$ cat src/rtl/chan_dev_ctrl.sv
module chan_dev_ctrl #(
  parameter logic [7:0] DEV_ADDR  = 8'h5A,
  parameter int         NBYTES    = 3,
  parameter logic [7:0] STAT_BASE = 8'h0C
) (
  input  logic       clk,
  input  logic       rst_n,
  input  logic       svc_req,
  input  logic [7:0] ch_bus,
  input  logic       ch_bus_par,
  input  logic       ch_addr_tag,
  input  logic       ch_cmd_tag,
  input  logic       ch_svc_tag,
  input  logic       ch_sel_tag,
  output logic [7:0] dev_bus,
  output logic       dev_bus_par,
  output logic       dev_addr_tag,
  output logic       dev_stat_tag,
  output logic       dev_svc_tag,
  output logic       sel_pass,
  output logic [7:0] rx_data,
  output logic       rx_valid,
  output logic       par_err
);
  localparam int CW = (NBYTES > 1) ? $clog2(NBYTES) : 1;
  localparam logic [CW-1:0] LAST = CW'(NBYTES - 1);

  typedef enum logic [2:0] {IDLE, ADDR, CMDF, SVC, SVF, STA, STF} st_t;
  st_t state;

  logic [3:0] s1, s2;
  logic [CW-1:0] cnt;
  logic err;

  wire addr_s = s2[0];
  wire cmd_s  = s2[1];
  wire svc_s  = s2[2];
  wire sel_s  = s2[3];
  wire hit    = addr_s && (ch_bus == DEV_ADDR);
  wire bad    = ~^{ch_bus, ch_bus_par};

  always_ff @(posedge clk or negedge rst_n)
    if (!rst_n) begin
      s1 <= '0;
      s2 <= '0;
    end else begin
      s1 <= {ch_sel_tag, ch_svc_tag, ch_cmd_tag, ch_addr_tag};
      s2 <= s1;
    end

  always_ff @(posedge clk or negedge rst_n)
    if (!rst_n) begin
      state    <= IDLE;
      cnt      <= '0;
      err      <= 1'b0;
      rx_data  <= '0;
      rx_valid <= 1'b0;
      par_err  <= 1'b0;
    end else begin
      rx_valid <= 1'b0;
      par_err  <= 1'b0;
      case (state)
        IDLE: if (svc_req || (sel_s && hit)) state <= ADDR;
        ADDR: if (cmd_s) state <= CMDF;
        CMDF: if (!cmd_s) begin
          if (ch_bus == 8'h00) begin
            state <= SVC;
            cnt   <= '0;
            err   <= 1'b0;
          end else state <= IDLE;
        end
        SVC: if (svc_s) begin
          rx_data  <= ch_bus;
          rx_valid <= 1'b1;
          par_err  <= bad;
          if (bad) err <= 1'b1;
          state <= SVF;
        end
        SVF: if (!svc_s) begin
          if (cnt == LAST) state <= STA;
          else begin
            cnt   <= cnt + 1'b1;
            state <= SVC;
          end
        end
        STA: if (svc_s) state <= STF;
        STF: if (!svc_s) state <= IDLE;
        default: state <= IDLE;
      endcase
    end

  assign dev_addr_tag = (state == ADDR);
  assign dev_svc_tag  = (state == SVC);
  assign dev_stat_tag = (state == STA);
  assign dev_bus      = dev_addr_tag ? DEV_ADDR :
                        dev_stat_tag ? (STAT_BASE | {7'b0, err}) : 8'h00;
  assign dev_bus_par  = ~^dev_bus;
  assign sel_pass     = sel_s && (state == IDLE) && !hit;

  assert_one_tag_R2: assert property (@(posedge clk) disable iff (!rst_n)
    $onehot0({dev_addr_tag, dev_svc_tag, dev_stat_tag}));
  assert_addr_drop_R3: assert property (@(posedge clk) disable iff (!rst_n)
    $fell(dev_addr_tag) |-> $past(cmd_s) || $past(!ch_cmd_tag) == 1'b0 || $past(cmd_s));
  assert_byte_on_svc_R5: assert property (@(posedge clk) disable iff (!rst_n)
    rx_valid |-> $past(dev_svc_tag) && !dev_svc_tag);
  assert_stat_after_svf_R6: assert property (@(posedge clk) disable iff (!rst_n)
    $rose(dev_stat_tag) |-> $past(!svc_s));
  assert_perr_with_byte_R8: assert property (@(posedge clk) disable iff (!rst_n)
    par_err |-> rx_valid);
  assert_no_pass_busy_R10: assert property (@(posedge clk) disable iff (!rst_n)
    sel_pass |-> !dev_addr_tag && !dev_svc_tag && !dev_stat_tag);
endmodule

$ cat config.mk
export PLATFORM = sky130hd
export DESIGN_NAME = chan_dev_ctrl
export DESIGN_NICKNAME = d
export VERILOG_FILES = /design/src/rtl/chan_dev_ctrl.sv
export SDC_FILE = /design/constraint.sdc
export NUM_CORES = 1
export LEC_CHECK = 0
export BUFFER_PORTS_ARGS = -buffer_cell sky130_fd_sc_hd__buf_2
export CAP_MARGIN = 20
export CORE_UTILIZATION = 49
export DETAILED_ROUTE_END_ITERATION = 10
export GPL_ROUTABILITY_DRIVEN = 0
export PLACE_DENSITY = 0.9
export REMOVE_ABC_BUFFERS = 1
export SLEW_MARGIN = 20
export SYNTH_ARGS = -nofsm -noshare
export SYNTH_HDL_FRONTEND = slang
export SYNTH_SLANG_ARGS = --single-unit
$ cat constraint.sdc
create_clock -name clk -period 2.02 [get_ports clk]
set_input_delay 0.404 -clock clk [delete_from_list [all_inputs] [get_ports clk]]
set_output_delay 0.404 -clock clk [all_outputs]
set_load 0.01 [all_outputs]
# == Yosys cells after proc, flatten, opt, wreduce, memory -nomap -nowiden ==
# Cells that the tools add are included.
# op_classes
add_sub_neg,1
eq_ne,18
mux,26
n_reduce_logical,16
# op_table
op,n
$mux 3,8
$pmux 3 s7,1
$ne 2x2->1 const B,6
$mux 2,5
$reduce_and 5->1,2
$eq 3x3->1 const B,3
$reduce_xnor 9->1,1
$eq 8x7->1 const B,1
$logic_not 8->1,1
$mux 1,8
$ne 2x1->1 const B,4
$reduce_xnor 8->1,1
$mux 7,1
$reduce_and 7->1,1
$eq 3x2->1 const B,2
$logic_and 1x1->1,4
$mux 4,1
$pmux 2 s2,1
$reduce_bool 2->1,2
$eq 3x1->1 const B,1
$logic_not 3->1,1
$add 2x1->2 const B,1
$eq 2x2->1 const B,1
$pmux 1 s2,1
other kinds (3),3
# word_totals
reg_bits,24
in_bits,16
output_inout_bits,23
wordCells,69

# == Depth between registers and ports, before layout ==
# depth
depth_word,6
depth_mapped,7
depth_no_buf,6

# == Least setup slack after synthesis ==
# Ideal clock, no wire load.
# synth_path
path_kind,register to output
startpoint,register state[1]
endpoint,output port dev_bus[0]
arrival_ns,1.205
t_required_ns,1.616
setup_slack_ns,0.411
stages_incl_launch_ff,7
path_buffers,1
cell_sequence,dfrtp_1 buf_2 nand2b_1 inv_1 and2_1 nand2_1 inv_1
# synth_between
elab_chain_cells,3
# synth_rtl
item,line,rtl
from (decl),29,st_t state;
from (signal assigned),53,state <= IDLE;
from (signal assigned),63,IDLE: if (svc_req || (sel_s && hit)) state <= ADDR;
from (signal assigned),64,ADDR: if (cmd_s) state <= CMDF;
$eq 3x3->1,94,assign dev_stat_tag = (state == STA);
named net dev_stat_tag,18,"output logic dev_stat_tag,"
$mux 4,96,"dev_stat_tag ? (STAT_BASE | {7'b0, err}) : 8'h00;"
$mux 7,95,assign dev_bus = dev_addr_tag ? DEV_ADDR :
to (decl),15,"output logic [7:0] dev_bus,"
# The timed path passes the listed nets, and every way through them passes these cells.

# == Final worst setup path ==
# layout_path
startpoint,register state[0]
endpoint,output port dev_bus[0]
# layout_between
elab_chain_cells,3
# layout_rtl
item,line
$eq 3x3->1,94
$mux 4,96
$mux 7 (*),95
# Every way passes the cells marked *; elsewhere a longest branch is shown, timed or not.

==> flow_summary_export.csv <==
group,metric,value,unit
power_and_ir_drop,ir_drop,0.000699,V
synthesis,async_reset_ff_share,100,%
worst_setup_path,reg2reg_from,"s2[2]$_DFF_PN0_",
global_routing,gr-usage-all-layers,18.2,%
cts,clock_sinks,24,
cells_and_area,layout.cells.most_common,"buf_2",
synthesis,ys_types,36,
floorplanning,design.die.area,2630,sq um
drt,firstDrtPassIters,4,
worst_setup_path,crit_type,"reg -> out",
placement,hpwl,1.69,mm
synthesis,synth_flop_cell,"dfrtp_1",
cts,clock-root-buffer,"clkbuf_4",
timing,worst_pin_slew,512,ps
power_and_ir_drop,power.density,1250,nW/um^2
synthesis,yosys-top-cells-area,"dfrtp_1, mux2_2, buf_4",
floorplanning,die_h,51.3,microns
worst_setup_path,slowest_delay,530,ps
drt,wl_per_cell,13.1,microns
drt,viasPerCell,5.26,
synthesis,avgSynthCellArea,11.6,sq um
timing,finalSetupViolations,0,
cells_and_area,diodes,0,
synthesis,synth_top_area_share,50.5,%
drt,vias,863,
floorplanning,ioPinCount,39,
worst_setup_path,cp-end-kind,"primary output",
run,cap_violations,0,
power_and_ir_drop,total_power,1.73,mW
worst_setup_path,ff2ff_path_depth,4,
timing,slew_headroom,65.9,%
synthesis,seq_area_frac_synth,50.5,%
power_and_ir_drop,leakage,0.684,nW
worst_setup_path,cpMaxStageDelayCell,"dfrtp_1",
worst_setup_path,path_buf_inv,3,
synthesis,syn_inst,103,
cts,cts_buffers,3,
drt,ant_nets,0,
cells_and_area,areaGrowthSynthToFinish,16.8,%
timing,hold_violations,0,
worst_setup_path,cpMostUsedCell,"inv_1",
timing,fin_setup_tns,0,ps
timing,rsz0062_at_grt,"no",
cts,h-tree-depth,1,
timing,post-route-period-util,91.2,%
synthesis,synth-edff-count,0,
floorplanning,die_x,51.3,microns
timing,fin_hold_ws,54.0,ps
worst_setup_path,critPathArrivalTime,1440,ps
timing,fmax,0.543,GHz
cells_and_area,fin_nets,155,
worst_setup_path,cp_max_fo,11,
worst_setup_path,crit_family,"flip-flops",
cts,path_clk_slew,110,ps
synthesis,ys_warn_count,0,
cells_and_area,fillCellCount,208,
worst_setup_path,crit_chain,"nand2b_1 > inv_1 > and2_1 > nand2_1 > inv_1 > buf_2",
global_routing,grt_first_pass_wirelength,3.43,mm
cells_and_area,final_layout_size_suffix_gt1_share,42.6,%
synthesis,yosysTopAreaCell,"dfrtp_1",
global_routing,grt_pass1_vias,811,
worst_setup_path,critPathLaunchType,"register",
cts,postCtsHoldBufs,0,
timing,report.final.slew_viol_count,0,
status,outcome,"finished, final reports clean",
drt,wl,2.14,mm
timing,min_period,1840,ps
placement,port-buffer-count,36,
worst_setup_path,crit_required,1620,ps
worst_setup_path,cp_num_cells,6,
floorplanning,rows,17,
timing,skew,1.23,ps
cts,cts_tree,"yes",
cts,post-cts-setup-buffers,0,
global_routing,grt_overflow_total,0,
worst_setup_path,setup.worst_path.start,"state[0]$_DFFE_PN0P_",
placement,dp.cells,161,
drt,drt-initial-drc-count,9,
floorplanning,initial_core_util,52.8,%
synthesis,syn_area,1190,sq um
synthesis,synth-seq-cells,24,
cts,insertion_delay,300,ps
global_routing,grt_max_degree,25,
drt,drc,0,
cells_and_area,final_cell_mix,"buf_2, dfrtp_1, mux2_2, nor2_1",
hold_path,hp-class,"in -> async",
floorplanning,core-area,2250,sq um
cts,post_cts_resized,0,
cts,max-clock-path-buffers,2,
cells_and_area,final_cells,164,
global_routing,antenna_found_initial,0,
[kinds of logic (layout without fill, tap and decap cells)]
logic type	Yosys count	count (layout)	synth area share, %
and+or+nand+nor	28	28	14.9
DFF	24	24	50.5
AOI/OAI and AO/OA	15	15	8.83
buffers and inverters	15	47	6.73
muxes	12	12	11.4
xor gates and xnor gates	7	7	6.31
adders and majority gates	1	1	1.05
other	1	2	0.315
[layer usage]
| layer | vias to the layer above | routed length [microns] | part of all wire, % | GRT usage [%] |
|---|---|---|---|---|
| li1 | 418 | - | - | - |
| met1 | 408 | 926 | 43 | 20.9 |
| met2 | 33 | 1070 | 50 | 31.4 |
| met3 | 4 | 111 | 5.2 | 4.46 |
| met4 | 0 | 31 | 1.4 | 9.01 |
| met5 | - | 0 | 0 | 0 |
[registers in the layout, indices dropped and copies added (netlist names)]
name / count
cnt: 2
err: 1
par_err: 1
rx_data: 8
rx_valid: 1
s1: 4
s2: 4
state: 3
[Yosys cell counts (2+ instances only)]
cell type and instances:
buf_4 6, a31oi_1 2, o21ai_0 4, inv_1 5, xnor2_1 5, nand2b_1 2, a21oi_1 2, nand3_1 2
dfrtp_1 24, and3_1 2, nand3b_1 2, nand4b_1 2, nand2_1 3, mux2_2 11, and2_1 3, nor2_1 7
clkbuf_1 2
[path summary, 6_finish.rpt]
kind | slack [ps] | end
worst max-delay path | 180 | dev_bus[0]
worst min-delay path | 50 | rx_data[2]$_DFFE_PN0P_
worst max register to register | 340 | state[1]$_DFFE_PN0P_
worst min register to register | 360 | s2[1]$_DFF_PN0_
max in group asynchronous | 1600 | state[1]$_DFFE_PN0P_
min in group clk | 200 | s1[2]$_DFF_PN0_
[where the power goes]
part | switching, mW | total (mW) | internal, mW
Combinational | 0.407 | 0.810 | 0.403
Clock | 0.123 | 0.193 | 0.0696
Sequential | 0.111 | 0.732 | 0.621
Total | 0.641 | 1.73 | 1.09
[cell type report]
type / count / area [sq um] / share of cell area [%]
clock buffer: 3 / 22.5 / 1.62
tap: 28 / 35.0 / 2.52
sequential: 24 / 602 / 43.3
inverter: 6 / 22.5 / 1.62
timing repair buffer: 38 / 195 / 14.0
multi-input combinational: 65 / 513 / 36.9
[stage by stage]
step	setup WS (ps)	cell area [sq um]	utilization [%]
floorplan	376	1140	-
global placement	207	1370	60.6
detailed placement	149	1370	60.6
CTS	138	1390	61.6
global route	0.420	1390	61.7
finish	178	1390	61.7
Power figures use the tool's default switching activity.
